File: config.mk
export PLATFORM = sky130hd
export DESIGN_NAME = nbl_boot_loader
export DESIGN_NICKNAME = d
export VERILOG_FILES = /design/src/rtl/nbl_pkg.sv /design/src/rtl/nbl_nib_shift.sv /design/src/rtl/nbl_store_ptr.sv /design/src/rtl/nbl_boot_loader.sv
export SDC_FILE = /design/constraint.sdc
export NUM_CORES = 1
export LEC_CHECK = 0
export BUFFER_PORTS_ARGS = -buffer_cell sky130_fd_sc_hd__buf_2
export CORE_ASPECT_RATIO = 0.6
export CORE_MARGIN = 2
export CORE_UTILIZATION = 30
export CTS_BUF_LIST = sky130_fd_sc_hd__clkbuf_4
export DETAILED_ROUTE_END_ITERATION = 10
export REMOVE_ABC_BUFFERS = 1
export SYNTH_ARGS = -nofsm -noshare
export SYNTH_HDL_FRONTEND = slang
export SYNTH_SLANG_ARGS = --single-unit
export TNS_END_PERCENT = 10
File: constraint.sdc
create_clock -name clk_i -period 2.8 [get_ports clk_i]
set_input_delay 0.84 -clock clk_i [delete_from_list [all_inputs] [get_ports clk_i]]
set_output_delay 0.84 -clock clk_i [all_outputs]
set_load 0.03 [all_outputs]
File: src/rtl/nbl_pkg.sv
package nbl_pkg;
  typedef enum logic [2:0] {
    ST_HUNT,
    ST_BASE,
    ST_COUNT,
    ST_DATA,
    ST_WRITE
  } nbl_state_e;
endpackage

File: src/rtl/nbl_nib_shift.sv
module nbl_nib_shift #(
  parameter int BYTE_W = 8,
  parameter int NIB_W  = 4,
  parameter int WORD_W = 16
) (
  input  logic              clk_i,
  input  logic              rst_ni,
  input  logic [BYTE_W-1:0] byte_i,
  input  logic              shift_i,
  input  logic              clear_i,
  output logic [WORD_W-1:0] win_nxt_o,
  output logic              word_done_o
);
  localparam int NPW = WORD_W / NIB_W;
  localparam int CW  = $clog2(NPW);

  logic [WORD_W-1:0] win_q;
  logic [CW-1:0]     cnt_q;
  logic              unused_hi;

  assign unused_hi   = ^byte_i[BYTE_W-1:NIB_W];
  assign win_nxt_o   = {win_q[WORD_W-NIB_W-1:0], byte_i[NIB_W-1:0]};
  assign word_done_o = shift_i && (cnt_q == CW'(NPW - 1));

  always_ff @(posedge clk_i or negedge rst_ni) begin
    if (!rst_ni) begin
      win_q <= '0;
      cnt_q <= '0;
    end else if (clear_i) begin
      win_q <= '0;
      cnt_q <= '0;
    end else if (shift_i) begin
      win_q <= win_nxt_o;
      cnt_q <= cnt_q + 1'b1;
    end
  end
endmodule

File: src/rtl/nbl_store_ptr.sv
module nbl_store_ptr #(
  parameter int WORD_W = 16,
  parameter int CS_AW  = 12
) (
  input  logic              clk_i,
  input  logic              rst_ni,
  input  logic              base_ld_i,
  input  logic              cnt_ld_i,
  input  logic              step_i,
  input  logic [WORD_W-1:0] word_i,
  output logic [CS_AW-1:0]  wr_addr_o,
  output logic              last_o
);
  logic [WORD_W-1:0] ptr_q, rem_q, ptr_m1;

  assign ptr_m1    = ptr_q - 1'b1;
  assign wr_addr_o = ptr_m1[CS_AW-1:0];
  assign last_o    = (rem_q == WORD_W'(1));

  always_ff @(posedge clk_i or negedge rst_ni) begin
    if (!rst_ni) begin
      ptr_q <= '0;
      rem_q <= '0;
    end else begin
      if (base_ld_i)   ptr_q <= word_i;
      else if (step_i) ptr_q <= ptr_m1;
      if (cnt_ld_i)    rem_q <= word_i;
      else if (step_i) rem_q <= rem_q - 1'b1;
    end
  end
endmodule

File: src/rtl/nbl_boot_loader.sv
module nbl_boot_loader
  import nbl_pkg::*;
#(
  parameter int                BYTE_W = 8,
  parameter int                NIB_W  = 4,
  parameter int                WORD_W = 16,
  parameter int                CS_AW  = 12,
  parameter logic [WORD_W-1:0] SYNC   = 16'o147577
) (
  input  logic              clk_i,
  input  logic              rst_ni,
  input  logic [BYTE_W-1:0] byte_i,
  input  logic              byte_valid_i,
  output logic              byte_ready_o,
  input  logic              eos_i,
  output logic              cs_we_o,
  output logic [CS_AW-1:0]  cs_addr_o,
  output logic [WORD_W-1:0] cs_data_o,
  output logic              done_o,
  output logic              fmt_err_o
);
  nbl_state_e        state_q, state_d;
  logic [WORD_W-1:0] win_nxt, data_q;
  logic              accept, word_done, sync_hit, abort, last;
  logic              in_rx, done_q, err_q;

  assign byte_ready_o = (state_q != ST_WRITE);
  assign accept       = byte_valid_i && byte_ready_o;
  assign in_rx        = (state_q == ST_BASE) || (state_q == ST_COUNT) || (state_q == ST_DATA);
  assign sync_hit     = (state_q == ST_HUNT) && accept && (win_nxt == SYNC);
  // final write wins over end of stream
  assign abort        = eos_i && (in_rx || (state_q == ST_WRITE && !last));

  nbl_nib_shift #(.BYTE_W(BYTE_W), .NIB_W(NIB_W), .WORD_W(WORD_W)) u_shift (
    .clk_i       (clk_i),
    .rst_ni      (rst_ni),
    .byte_i      (byte_i),
    .shift_i     (accept),
    .clear_i     (sync_hit || abort),
    .win_nxt_o   (win_nxt),
    .word_done_o (word_done)
  );

  nbl_store_ptr #(.WORD_W(WORD_W), .CS_AW(CS_AW)) u_ptr (
    .clk_i     (clk_i),
    .rst_ni    (rst_ni),
    .base_ld_i (state_q == ST_BASE && word_done && !abort),
    .cnt_ld_i  (state_q == ST_COUNT && word_done && !abort),
    .step_i    (state_q == ST_WRITE),
    .word_i    (win_nxt),
    .wr_addr_o (cs_addr_o),
    .last_o    (last)
  );

  always_comb begin
    state_d = state_q;
    unique case (state_q)
      ST_HUNT:  if (sync_hit) state_d = ST_BASE;
      ST_BASE:  if (abort) state_d = ST_HUNT;
                else if (word_done) state_d = ST_COUNT;
      ST_COUNT: if (abort) state_d = ST_HUNT;
                else if (word_done) state_d = (win_nxt == '0) ? ST_HUNT : ST_DATA;
      ST_DATA:  if (abort) state_d = ST_HUNT;
                else if (word_done) state_d = ST_WRITE;
      ST_WRITE: state_d = (last || abort) ? ST_HUNT : ST_DATA;
      default:  state_d = ST_HUNT;
    endcase
  end

  always_ff @(posedge clk_i or negedge rst_ni) begin
    if (!rst_ni) begin
      state_q <= ST_HUNT;
      data_q  <= '0;
      done_q  <= 1'b0;
      err_q   <= 1'b0;
    end else begin
      state_q <= state_d;
      if (state_q == ST_DATA && word_done) data_q <= win_nxt;
      done_q <= (state_q == ST_WRITE && last) ||
                (state_q == ST_COUNT && word_done && !abort && win_nxt == '0);
      if (abort)         err_q <= 1'b1;
      else if (sync_hit) err_q <= 1'b0;
    end
  end

  assign cs_we_o   = (state_q == ST_WRITE);
  assign cs_data_o = data_q;
  assign done_o    = done_q;
  assign fmt_err_o = err_q;
endmodule

## Word level (Yosys, flattened, before mapping)

Cells that the tools add are included.

| operators by class | value |
|---|---|
| multiply operators | 0 |
| reduce and logical (&&, ||, !) cells | 28 |
| multiplexer cells | 20 |
| shift-type cells | 0 |
| add/sub/neg operators | 3 |
| equal/unequal tests | 12 |
| bitwise logic cells | 0 |
| div/mod/pow operators | 0 |
| magnitude comparators | 0 |

Operators by type and width:

| cell | number |
|---|---|
| $mux 16 | 4 |
| $sub 16x1->16 const B | 2 |
| $mux 12 | 2 |
| $mux 3 | 7 |
| $eq 16x1->1 const B | 1 |
| $eq 16x16->1 const B | 1 |
| $logic_not 16->1 | 1 |
| $pmux 3 s5 | 1 |
| $logic_and 1x1->1 | 13 |
| $ne 3x3->1 const B | 4 |
| $mux 2 | 4 |
| $reduce_bool 2->1 | 4 |
| $eq 3x2->1 const B | 2 |
| $logic_or 1x1->1 | 6 |
| $reduce_and 4->1 | 1 |
| $eq 3x1->1 const B | 1 |
| $eq 3x3->1 const B | 1 |
| $logic_not 3->1 | 1 |
| $add 2x1->2 const B | 1 |
| $eq 2x2->1 const B | 1 |
| $logic_not 1->1 | 2 |
| $mux 1 | 2 |
| $ne 2x2->1 const B | 1 |

| word-level totals | value |
|---|---|
| memories | 0 |
| bits in writable memories | 0 |
| output and inout bits | 32 |
| memory bits (read-only) | 0 |
| flip-flop bits (word level) | 67 |
| word-level logic and storage cells | 71 |
| latch bits | 0 |

## Longest topological paths before layout

| depth | value |
|---|---|
| depth in word-level cells | 9 |
| mapped depth | 10 |

## Hierarchy

From an unflattened synthesis, not the netlist that was laid out.

| unflattened totals | value |
|---|---|
| cell total of the unflattened synthesis | 331 |
| area total of the unflattened synthesis | 3457.1 um^2 |

Modules (own cells, without submodules):

| module | area an instance (um^2) | seq. area each (um^2) | times used | cells an instance |
|---|---|---|---|---|
| nbl_store_ptr | 1741.7 | 700.7 | 1 | 196 |
| nbl_boot_loader | 1086.0 | 525.5 | 1 | 84 |
| nbl_nib_shift | 629.4 | 350.3 | 1 | 51 |

## Least setup slack after synthesis

Ideal clock, no wire load.

| timing path | value |
|---|---|
| path type | flip-flop to output port |
| start | register u_ptr.ptr_q[0] |
| end | output cs_addr_o[8] |
| slack | -454 ps |
| buffers on the path | 1 |
| cell stages (with the launch flop) | 8 |
| arrival | 2414 ps |
| required time | 1960 ps |
| path through | dfrtp_1 -> inv_1 -> ha_1 -> or3b_1 -> clkbuf_1 -> nor3_1 -> nand2_1 -> xnor2_1 |

| between the ends | value |
|---|---|
| longest elaborated chain between the ends | 1 |

RTL lines:

| item | line | text |
|---|---|---|
| from (decl) | nbl_store_ptr.sv:14 | `logic [WORD_W-1:0] ptr_q, rem_q, ptr_m1;` |
| from (signal assigned) | nbl_store_ptr.sv:25 | `if (base_ld_i) ptr_q <= word_i;` |
| from (signal assigned) | nbl_store_ptr.sv:26 | `else if (step_i) ptr_q <= ptr_m1;` |
| $sub 16x1->16 | nbl_store_ptr.sv:16 | `assign ptr_m1 = ptr_q - 1'b1;` |
| to (decl) | nbl_boot_loader.sv:17 | `output logic [CS_AW-1:0] cs_addr_o,` |

Every way passes these cells.

## Worst setup path in the final report

| timing path | value |
|---|---|
| start | register u_ptr.ptr_q[0] |
| end | output cs_addr_o[10] |

Same word-level chain as after synthesis.

==> PnR_summary.wiki <==
{| class="wikitable"
! Metric !! Value
|-
| Critical path arrival || 2.28 ns
|-
| GPL Wtd Cong || 0.906
|-
| Number of sinks handled by clock tree synthesis || 63
|-
| Worst-case hold slack || 0.489 ns
|-
| Final nets || 423
|-
| H-tree depth || 3
|-
| Width of the chip || 140 um
|-
| Biggest fanout along the worst timing path || 4
|-
| Internal power contribution || 1.17 mW
|-
| First-pass GRT wire length || 15.9 mm
|-
| Fin. Hold Viols || 0
|-
| Initial core utilization || 31.2%
|-
| Iter 0 DRT Violations || 200
|-
| Sequential power share || 60.7%
|-
| Total of flip-flops plus latches after synthesis || 63
|-
| Num CTS Buffers || 9
|-
| Area growth from synthesis to layout || 20.9%
|-
| Unrepaired setup endpoints after global routing || true
|-
| Post-detailed-routing wire length || 9.44 mm
|-
| Setup slack after placement || 0.0447 ns
|-
| Hold-fix buffers at CTS || 0
|-
| Largest buffer count on any clock path || 2
|-
| Clock network fraction of design power || 31.5%
|-
| Routed via count divided by cell count || 5.39
|-
| Summed area of non-filler cells in the final layout || 4030 um^2
|-
| Number of filler cells placed in the layout || 1085
|-
| Number of distinct library cells after synthesis || 51
|-
| Finished Core Util || 37.7%
|-
| Initial antenna violation count || 0
|-
| Launching point of the worst reg2reg path || state_q[0]
|-
| Peak VDD IR || 0.233 mV
|-
| Maximum number of pins on one net before global-route repair || 38
|-
| Fraction of final layout cells sized beyond drive strength 1 || 29.4%
|-
| Global route total overflow || 0
|-
| Routed metal-1 wirelength || 4.85 mm
|-
| Failing checks || DRC, setup timing
|-
| Number of buffers inserted by port buffering || 39
|-
| Max-Cap Viols || 0
|-
| Fin worst setup slack || -0.320 ns
|-
| Switching power || 482 uW
|-
| Die H || 85.7 um
|-
| Rel. slew slack || 43.2%
|-
| Number of global-route vias before repair || 2959
|-
| Power density relative to cell area || 411 nW/um^2
|-
| Die Area || 12000 um^2
|-
| Prevailing post-synth register cell || dfrtp_1
|-
| Total Routing Usage GR || 17.0%
|-
| Highest metal layer with signal wires || met4
|-
| Path type of the worst min-delay path || in -> async
|-
| Ports placed on the boundary || 44
|-
| Setup TNS || -1.70 ns
|-
| # DRC || 2
|-
| Crit path capture type || primary output
|-
| Amount of wire on met2 after detailed routing || 3.90 mm
|-
| Clk_lat worst skew || 0.43 ns
|-
| Syn avg cell area || 9.50 um^2
|-
| Instance area after placement || 3810 um^2
|-
| Launching element type of the critical path || register
|-
| Std cell rows || 29
|-
| Pre-antenna DRT Iters || 8
|-
| Final number of max-transition violations || 0
|-
| Number of enable-type register cells in the synthesized netlist || 0
|-
| Reported leakage power || 1.78 nW
|-
| Switching share of power || 29.1%
|-
| Setup violation total in the final timing report || 8
|-
| Drt wl/cell || 17.2 um
|-
| Critical path launch point || u_ptr.ptr_q[0]
|-
| Fraction of registers with async set or reset after synthesis || 100%
|-
| Clock tree from TritonCTS || done
|-
| Setup clock skew after layout || 0.0135 ns
|-
| Combined area of all synthesized cells || 3330 um^2
|-
| Clock Root Buffer || clkbuf_4
|-
| Critical Path RT || 1.96 ns
|-
| Worst setup path category || reg -> out
|-
| Routed Antenna Nets || 0
|-
| Placeable Area || 10700 um^2
|-
| Area taken by multi-input logic gates || 1690 um^2
|-
| Number of diodes || 0
|-
| Footprint of the flip-flops and latches || 1580 um^2
|-
| Register area share after synthesis || 47.3%
|-
| Part of the cycle the worst path needs || 111%
|-
| Result of the run || complete, but fails checks
|-
| Worst-margin pin slew || 0.852 ns
|-
| Clock-pin slew on the worst setup and hold paths || 0.11 ns
|-
| Warnings, synthesis || 0
|-
| Final Critical Period || 3.12 ns
|-
| Via total after detailed routing || 2967
|-
| Total length of routed met3 wires || 588 um
|-
| Detailed placer's ending HPWL || 6.72 mm
|-
| Synthesized instance count || 351
|-
| Part of the total power dissipated in combinational logic || 7.7%
|-
| Upper clock frequency limit || 321 MHz
|}
==> placed cells by master (no fill, tap or decap), types with 5 or more instances in the layout <==
master / count
clkbuf_4: 10
a21oi_1: 27
a221o_1: 6
dfrtp_1: 61
nand3_1: 10
xnor2_1: 5
inv_1: 9
o21ai_0: 14
nand2_1: 50
buf_4: 34
buf_2: 31
nor3_1: 9
o211ai_1: 5
nand4_1: 5
nor2_1: 14
xor2_1: 6
mux2_2: 16
nor4_1: 13
or4_1: 5
==> cell families (layout without fill, tap and decap cells) <==
logic type / after synthesis / count (layout) / synth area share, %
AO/OA/AOI/OAI: 80 / 80 / 15.8
XOR/XNOR: 13 / 13 / 3.41
adder cells (fa/ha/maj): 4 / 4 / 1.50
buffers and inverters: 35 / 95 / 4.28
flip-flops: 63 / 63 / 47.3
multiplexers: 16 / 16 / 5.40
AND/OR/NAND/NOR: 140 / 140 / 22.3
==> what timing repair did <==
item                                    in CTS  in global routing
pin swaps                                    6                  1
endpoints found under the setup margin       8                  9
setup buffers                                1                  1
hold endpoints to repair                     0                  0
gates resized for setup                     19                  9
==> worst max-delay path: stages (launching register included) <==
cell and delay [ns]:
dfrtp_1 0.43, inv_2 0.08, ha_1 0.15, or3b_4 0.42, or4_4 0.45, xnor2_1 0.15, buf_4 0.18
==> synth_stat cells, drive strengths merged (4+ instances only) <==
cell type   n  area share [%]
a21oi      27             4.1
a221o       6             1.8
buf         4            0.79
clkbuf     19             2.1
dfrtp      63              47
ha          4             1.5
inv        12             1.4
mux2       16             5.4
nand2      52             6.1
nand2b      4            0.75
nand3      10             1.5
nand4       5            0.94
nor2       16             2.0
nor3       11             1.8
nor4       15             3.0
o211ai      5             1.1
o21ai      18             2.7
o311ai      8             2.3
or3         4            0.75
or4         9             2.3
xnor2       7             1.8
xor2        6             1.6
==> stage by stage <==
| step | total power [mW] | instances |
|---|---|---|
| finish | 1.66 | 550 |
| global route | 1.73 | 550 |
| CTS | 1.66 | 549 |
| detailed placement | 1.15 | 533 |
| global placement | 1.15 | 533 |
| floorplan | 1.06 | 328 |
==> worst paths after layout <==
check,to,slack [ns],cells after the start
min in group clk_i,cs_data_o[7],0.51,1
max in group asynchronous,cs_data_o[12],1.61,2
worst min register to register,cs_data_o[7],0.51,1
worst min-delay path,u_ptr.ptr_q[3],0.49,1
worst max-delay path,cs_addr_o[10],-0.32,6
worst max register to register,u_ptr.rem_q[11],0.55,8
==> final cells by class <==
| class | instances | share of cell area, % |
|---|---|---|
| clock buffer | 10 | 1.86 |
| clock inverter | 5 | 0.652 |
| inverter | 12 | 1.12 |
| multi-input combinational | 253 | 41.9 |
| sequential | 63 | 39.2 |
| tap | 139 | 4.31 |
| timing repair buffer | 68 | 11.0 |
==> registers in the layout, summed over array words and instances, names as in the netlist <==
name	flops
u_ptr.rem_q	16
fmt_err_o	1
state_q	3
cs_data_o	16
done_o	1
u_ptr.ptr_q	12
u_shift.win_q	12
u_shift.cnt_q	2
==> routing by layer <==
metal | vias up | GRT usage [%]
met1 | 1451 | 26.3
met4 | 0 | 4.32
met3 | 11 | 4.24
met2 | 98 | 23.5
li1 | 1407 | -
met5 | - | 0
==> power by group through the flow <==
stage	Clock, mW	Sequential [mW]	Combinational (mW)
after floorplan	0	0.995	0.0692
after global placement	0	1.02	0.126
after detailed placement	0	1.02	0.130
after CTS	0.532	1.00	0.130
after global routing	0.567	1.01	0.148
final	0.522	1.01	0.128
(Power assumes the default switching activity.)
